**config.mk**
```make
export PLATFORM = sky130hd
export DESIGN_NAME = fact_copro
export DESIGN_NICKNAME = d
export VERILOG_FILES = /design/src/rtl/fcp_pkg.sv /design/src/rtl/fcp_decode.sv /design/src/rtl/fcp_fact_engine.sv /design/src/rtl/fcp_irq_reg.sv /design/src/rtl/fact_copro.sv
export SDC_FILE = /design/constraint.sdc
export NUM_CORES = 2
export LEC_CHECK = 0
export BUFFER_PORTS_ARGS = -buffer_cell sky130_fd_sc_hd__buf_4
export CORE_UTILIZATION = 64
export CTS_BUF_LIST = sky130_fd_sc_hd__clkbuf_8
export CTS_CLUSTER_DIAMETER = 30
export DETAILED_ROUTE_END_ITERATION = 8
export PLACE_DENSITY_LB_ADDON = 0.3
export SYNTH_ARGS = -nofsm -noshare
export SYNTH_HDL_FRONTEND = slang
export SYNTH_HIERARCHICAL = 1
export SYNTH_SLANG_ARGS = --single-unit
export TNS_END_PERCENT = 20
```
**constraint.sdc**
```tcl
create_clock -name clk -period 8.5 [get_ports clk]
set_input_delay 1.7 -clock clk [delete_from_list [all_inputs] [get_ports clk]]
set_output_delay 1.7 -clock clk [all_outputs]
set_load 0.03 [all_outputs]
```
**src/rtl/fcp_pkg.sv**
```systemverilog
package fcp_pkg;
   localparam int unsigned WORD_W = 32;
   localparam logic [WORD_W-1:0] ID_WORD = 32'h010000ED;

   localparam logic [7:0] OFS_ID    = 8'h00;
   localparam logic [7:0] OFS_LIVE  = 8'h04;
   localparam logic [7:0] OFS_OPND  = 8'h08;
   localparam logic [7:0] OFS_STAT  = 8'h20;
   localparam logic [7:0] OFS_IRQ   = 8'h24;
   localparam logic [7:0] OFS_SET   = 8'h60;
   localparam logic [7:0] OFS_CLR   = 8'h64;

   localparam int unsigned BUSY_BIT   = 0;
   localparam int unsigned EN_BIT     = 7;
   localparam int unsigned FACT_IRQ_BIT = 0;

   typedef enum logic [2:0] {
      RS_ID, RS_LIVE, RS_OPND, RS_STAT, RS_IRQ, RS_NONE
   } rd_sel_t;

   typedef struct packed {
      logic wr_live;
      logic wr_opnd;
      logic wr_stat;
      logic wr_set;
      logic wr_clr;
   } wr_strb_t;
endpackage

```
**src/rtl/fcp_decode.sv**
```systemverilog
module fcp_decode
   import fcp_pkg::*;
#(
   parameter int unsigned ADDR_W = 8
) (
   input  logic              req_valid,
   input  logic              req_write,
   input  logic [ADDR_W-1:0] req_addr,
   input  logic [3:0]        req_be,
   output wr_strb_t          wr_strb,
   output logic              rd_strb,
   output rd_sel_t           rd_sel
);
   localparam int unsigned HI_W = (ADDR_W > 8) ? ADDR_W - 8 : 1;

   logic       full_word;
   logic       high_zero;
   logic [7:0] ofs;

   assign full_word = (req_be == 4'hF);

   generate
      if (ADDR_W > 8) begin : g_wide
         logic [HI_W-1:0] hi;
         assign hi        = req_addr[ADDR_W-1:8];
         assign high_zero = (hi == '0);
         assign ofs       = req_addr[7:0];
      end else begin : g_narrow
         assign high_zero = 1'b1;
         assign ofs       = 8'(req_addr);
      end
   endgenerate

   logic wr_ok;
   assign wr_ok = req_valid && req_write && full_word && high_zero;
   assign rd_strb = req_valid && !req_write;

   always_comb begin
      wr_strb         = '0;
      wr_strb.wr_live = wr_ok && (ofs == OFS_LIVE);
      wr_strb.wr_opnd = wr_ok && (ofs == OFS_OPND);
      wr_strb.wr_stat = wr_ok && (ofs == OFS_STAT);
      wr_strb.wr_set  = wr_ok && (ofs == OFS_SET);
      wr_strb.wr_clr  = wr_ok && (ofs == OFS_CLR);
   end

   always_comb begin
      rd_sel = RS_NONE;
      if (full_word && high_zero) begin
         unique case (ofs)
            OFS_ID:   rd_sel = RS_ID;
            OFS_LIVE: rd_sel = RS_LIVE;
            OFS_OPND: rd_sel = RS_OPND;
            OFS_STAT: rd_sel = RS_STAT;
            OFS_IRQ:  rd_sel = RS_IRQ;
            default:  rd_sel = RS_NONE;
         endcase
      end
   end
endmodule

```
**src/rtl/fcp_fact_engine.sv**
```systemverilog
module fcp_fact_engine #(
   parameter int unsigned W         = 32,
   parameter bit          ZERO_EXIT = 1'b1
) (
   input  logic         clk,
   input  logic         rst_n,
   input  logic         start,
   input  logic [W-1:0] operand,
   output logic         busy,
   output logic [W-1:0] value,
   output logic         done
);
   logic [W-1:0] cnt_q;
   logic [W-1:0] prod_q;
   logic [W-1:0] prod_nx;
   logic         finish;

   assign prod_nx = prod_q * cnt_q;

   generate
      if (ZERO_EXIT) begin : g_zero_exit
         assign finish = busy && ((cnt_q == '0) || (prod_q == '0));
      end else begin : g_full_run
         assign finish = busy && (cnt_q == '0);
      end
   endgenerate

   assign done = finish;

   always_ff @(posedge clk or negedge rst_n) begin
      if (!rst_n) begin
         busy   <= 1'b0;
         value  <= '0;
         cnt_q  <= '0;
         prod_q <= '0;
      end else if (start && !busy) begin
         busy   <= 1'b1;
         value  <= operand;
         cnt_q  <= operand;
         prod_q <= W'(1);
      end else if (finish) begin
         busy  <= 1'b0;
         value <= prod_q;
      end else if (busy) begin
         prod_q <= prod_nx;
         cnt_q  <= cnt_q - W'(1);
      end
   end
endmodule

```
**src/rtl/fcp_irq_reg.sv**
```systemverilog
module fcp_irq_reg #(
   parameter int unsigned W = 32
) (
   input  logic         clk,
   input  logic         rst_n,
   input  logic [W-1:0] set_mask,
   input  logic [W-1:0] clr_mask,
   output logic [W-1:0] status,
   output logic         irq
);
   logic [W-1:0] status_nx;

   assign status_nx = (status & ~clr_mask) | set_mask;

   always_ff @(posedge clk or negedge rst_n) begin
      if (!rst_n) status <= '0;
      else        status <= status_nx;
   end

   assign irq = |status;
endmodule

```
**src/rtl/fact_copro.sv**
```systemverilog
module fact_copro
   import fcp_pkg::*;
#(
   parameter int unsigned ADDR_W    = 8,
   parameter int unsigned DATA_W    = 32,
   parameter bit          ZERO_EXIT = 1'b1
) (
   input  logic              clk,
   input  logic              rst_n,
   input  logic              req_valid,
   input  logic              req_write,
   input  logic [ADDR_W-1:0] req_addr,
   input  logic [3:0]        req_be,
   input  logic [DATA_W-1:0] req_wdata,
   output logic [DATA_W-1:0] rd_data,
   input  logic [DATA_W-1:0] ext_raise,
   output logic              irq
);
   initial begin
      assert (DATA_W == WORD_W) else $error("DATA_W must be %0d", WORD_W);
      assert (ADDR_W >= 7) else $error("ADDR_W too small for the map");
   end

   wr_strb_t          wr_strb;
   logic              rd_strb;
   rd_sel_t           rd_sel;
   logic              eng_busy;
   logic              eng_done;
   logic [DATA_W-1:0] eng_value;
   logic              fact_en;
   logic [DATA_W-1:0] live_q;
   logic [DATA_W-1:0] irq_stat;
   logic [DATA_W-1:0] set_mask;
   logic [DATA_W-1:0] clr_mask;
   logic [DATA_W-1:0] fact_raise;
   logic [DATA_W-1:0] stat_word;
   logic [DATA_W-1:0] rd_next;

   fcp_decode #(.ADDR_W(ADDR_W)) u_dec (
      .req_valid (req_valid),
      .req_write (req_write),
      .req_addr  (req_addr),
      .req_be    (req_be),
      .wr_strb   (wr_strb),
      .rd_strb   (rd_strb),
      .rd_sel    (rd_sel)
   );

   fcp_fact_engine #(.W(DATA_W), .ZERO_EXIT(ZERO_EXIT)) u_eng (
      .clk     (clk),
      .rst_n   (rst_n),
      .start   (wr_strb.wr_opnd),
      .operand (req_wdata),
      .busy    (eng_busy),
      .value   (eng_value),
      .done    (eng_done)
   );

   always_ff @(posedge clk or negedge rst_n) begin
      if (!rst_n) begin
         live_q  <= '0;
         fact_en <= 1'b0;
      end else begin
         if (wr_strb.wr_live) live_q  <= ~req_wdata;
         if (wr_strb.wr_stat) fact_en <= req_wdata[EN_BIT];
      end
   end

   always_comb begin
      fact_raise = '0;
      fact_raise[FACT_IRQ_BIT] = eng_done && fact_en;
   end

   assign set_mask = (wr_strb.wr_set ? req_wdata : '0) | ext_raise | fact_raise;
   assign clr_mask = wr_strb.wr_clr ? req_wdata : '0;

   fcp_irq_reg #(.W(DATA_W)) u_irq (
      .clk      (clk),
      .rst_n    (rst_n),
      .set_mask (set_mask),
      .clr_mask (clr_mask),
      .status   (irq_stat),
      .irq      (irq)
   );

   always_comb begin
      stat_word = '0;
      stat_word[BUSY_BIT] = eng_busy;
      stat_word[EN_BIT]   = fact_en;
   end

   always_comb begin
      unique case (rd_sel)
         RS_ID:   rd_next = ID_WORD;
         RS_LIVE: rd_next = live_q;
         RS_OPND: rd_next = eng_value;
         RS_STAT: rd_next = stat_word;
         RS_IRQ:  rd_next = irq_stat;
         default: rd_next = '1;
      endcase
   end

   always_ff @(posedge clk or negedge rst_n) begin
      if (!rst_n)       rd_data <= '0;
      else if (rd_strb) rd_data <= rd_next;
   end
endmodule

```
==> impl_metrics.py <==
metrics = {
    "cells_and_area": {
        "layout-drive-gt1-share_pct": 8.048,
        "nets": 3370,
        "syn_to_final_growth_pct": 6.047,
        "mostFrequentLayoutCell": "inv_1",
        "fin_cells": 3290,
        "final_cell_mix": "inv_1, fa_1, and2_1",
        "fillers": 2977,
    },
    "clocking": {
        "cts_tree": "yes",
        "post_cts.repair.setup_buffers": 0,
        "clkSlewWorstSetupHoldPaths_ns": 0.12,
        "ctsResizeCount": 0,
        "ctsHoldBuffers": 0,
        "cts_buffers": 17,
        "htreeDepth": 4,
        "cts_sinks": 194,
        "clockBufferDepth": 2,
        "clkLatencyLatePin_ns": 0.52,
        "cts_root_buffer": "clkbuf_8",
    },
    "setup_path": {
        "arrival_ns": 8.17,
        "cp_common_cell": "fa_1",
        "worstSetupPathType": "register to register",
        "cp.required_ns": 8.94,
        "max_stage_delay_ns": 1.09,
        "cpMaxStageDelayCell": "dfrtp_1",
        "start_kind": "register",
        "cp_cell_sequence": "and2_1, fa_1, fa_1, fa_1, inv_1, fa_1, inv_1, fa_1, inv_1, fa_1, inv_1, fa_1, fa_1, ha_1, nand4_1, or3_1, or2_2, o221ai_1, o311ai_2, and3_1, o31ai_2",
        "path_buf_inv": 4,
        "path_max_fanout": 30,
        "crit_family": "adder cells",
        "r2r-start": "u_eng/cnt_q[5]",
        "setup.worst_path.start": "u_eng/cnt_q[5]",
        "endpoint_kind": "register",
    },
    "placed_design": {
        "dpl.cell_count": 3257,
        "portBuffers": 112,
        "gp_congestion": 0.9385,
        "dp_hpwl_mm": 52.71,
    },
    "sta": {
        "fmax_mhz": 129.4,
        "tightest_slew_ns": 1.154,
        "relSlewSlack_pct": 22.88,
        "fin_skew_ns": 0.01824,
        "setup_viol": 0,
        "period_share_pct": 90.93,
        "grt_setup_unrepaired": "false",
        "fin_setup_tns_ns": 0,
        "maxSlewViolCount": 0,
        "fin_crit_ns": 7.729,
        "hold_viol_final": 0,
    },
    "yosys": {
        "ys_ff_latch": 194,
        "synth_xor_area_share_pct": 3.482,
        "syn_area_mm2": 0.02541,
        "synthesis.nets": 3379,
        "synth-edff-count": 0,
        "synth_cells": 2767,
        "syn_avg_cell_area_um2": 9.182,
        "synth_area_leaders": "fa_1, dfrtp_1, and2_1",
        "synthMuxAreaShare_pct": 0.1625,
        "yosys.area_share.simple_pct": 21.16,
        "synth-compound-area-share_pct": 8.707,
        "synthDistinctLibCells": 71,
        "ys.flop_type": "dfrtp_1",
        "synth_fa_ha_area_share_pct": 38.25,
        "synth_top_area_share_pct": 32.15,
        "yosysWarnings": 6,
        "yosys.area.top_type": "fa_1",
        "ys_async_sr_fraction_pct": 100.0,
        "yosysSeqAreaShare_pct": 19.11,
        "synth_top_family_by_area": "adder cells",
    },
    "floorplanning": {
        "fp.dieH_um": 201.2,
        "core_mm2": 0.03892,
        "dieArea_mm2": 0.04050,
        "ioPinCount": 113,
        "num_rows": 72,
        "initial_core_util_pct": 65.28,
        "die_x_um": 201.2,
    },
    "route": {
        "avgRoutedWirePerCell_um": 21.36,
        "drtAntennaViolNets": 0,
        "wirelength_mm": 70.28,
        "via_per_inst": 6.123,
        "drtIter0Drc": 2088,
        "firstDrtPassIters": 7,
        "via_count": 20150,
        "drcViolationCount": 0,
    },
    "worst_hold_path": {
        "hp-start": "u_eng/value[24]",
        "hp-class": "register to register",
    },
    "global_route": {
        "grt-ovfl-total": 0,
        "antenna_found_initial": 0,
        "groute.usage.overall_pct": 36.26,
        "grt_pass1_vias": 21270,
        "grt_pass1_wl_mm": 113.9,
        "grt_start_max_net_pins": 122,
    },
    "run": {
        "maxCapViolCount": 0,
    },
    "outcome": {
        "outcome": "finished clean",
    },
}
==> layout make-up <==
type / instances / area (µm²) / area share [%]
clock buffer: 19 / 261.5 / 0.9706
timing repair buffer: 154 / 1175 / 4.361
sequential: 194 / 4855 / 18.02
multi-input combinational: 1972 / 18280 / 67.86
antenna: 1 / 2.502 / 0.009288
inverter: 419 / 1574 / 5.842
clock inverter: 13 / 143.9 / 0.5340
tap: 518 / 648.1 / 2.406
==> final timing paths <==
check | cells past startpoint | slack (ns) | to
setup / recovery | 21 | 0.77 | u_eng/prod_q[30]
min in group asynchronous | 1 | 1.29 | live_q[8]
hold / removal | 2 | 0.48 | u_eng/value[24]
setup reg to reg | 21 | 0.77 | u_eng/prod_q[30]
max in group asynchronous | 2 | 5.59 | u_eng/prod_q[23]
hold reg to reg | 2 | 0.48 | u_eng/value[24]
==> metrics by stage <==
step                cell area (µm²)  hold WS, ns  setup WS, ns  util (%)
floorplan                     25410       0.4304         1.620         -
global placement              26540       0.4483         1.007     68.18
detailed placement            26540       0.4498        0.8790     68.18
CTS                           26940       0.4745        0.8634     69.23
global route                  26940       0.5192        0.4818     69.23
finish                        26940       0.4781        0.7710     69.23
==> kinds of logic after synthesis <==
group | Yosys count
compound gates | 328
xor+xnor | 101
fa+ha+maj | 532
buf+inv | 601
flops | 194
mux | 4
simple gates | 1007
==> registers in the layout, indices dropped and copies added (netlist names) <==
name          cells
u_eng/busy        1
u_eng/value      32
u_irq/status     32
u_eng/prod_q     32
u_eng/cnt_q      32
fact_en           1
live_q           32
rd_data          32
==> synthesized netlist by cell type, types with 9 or more instances <==
cell type / n
xnor2_1: 77
nor2_1: 84
a21oi_1: 99
o32a_1: 29
clkbuf_1: 158
nand3b_1: 65
inv_1: 418
a221o_1: 11
nor3_1: 16
nor4_1: 22
nand2_1: 343
o21ai_1: 11
nand3_1: 37
buf_2: 11
a21o_1: 78
fa_1: 408
and2_1: 373
dfrtp_1: 194
xor2_1: 24
a22oi_1: 9
o21ai_0: 44
ha_1: 124
==> worst register-to-register path: stages (launching register included) <==
cell	delay, ns
dfrtp_1	1.09
and2_1	0.29
fa_1	0.43
fa_1	0.50
fa_1	0.51
inv_1	0.06
fa_1	0.48
inv_1	0.05
fa_1	0.50
inv_1	0.06
fa_1	0.53
inv_1	0.05
fa_1	0.49
fa_1	0.41
ha_1	0.39
nand4_1	0.20
or3_1	0.44
or2_2	0.29
o221ai_1	0.31
o311ai_2	0.13
and3_1	0.21
o31ai_2	0.22
==> metal layers <==
metal,up-vias,global-route usage [%],wire [µm]
met5,-,0.9524,125
met2,1112,57.20,33150
met4,4,16.42,3387
li1,8552,-,-
met1,10250,49.12,26820
met3,232,6.641,6810
Power is not shown: default switching activity piles up to over one toggle a cycle in this logic, so the estimate is an artifact.
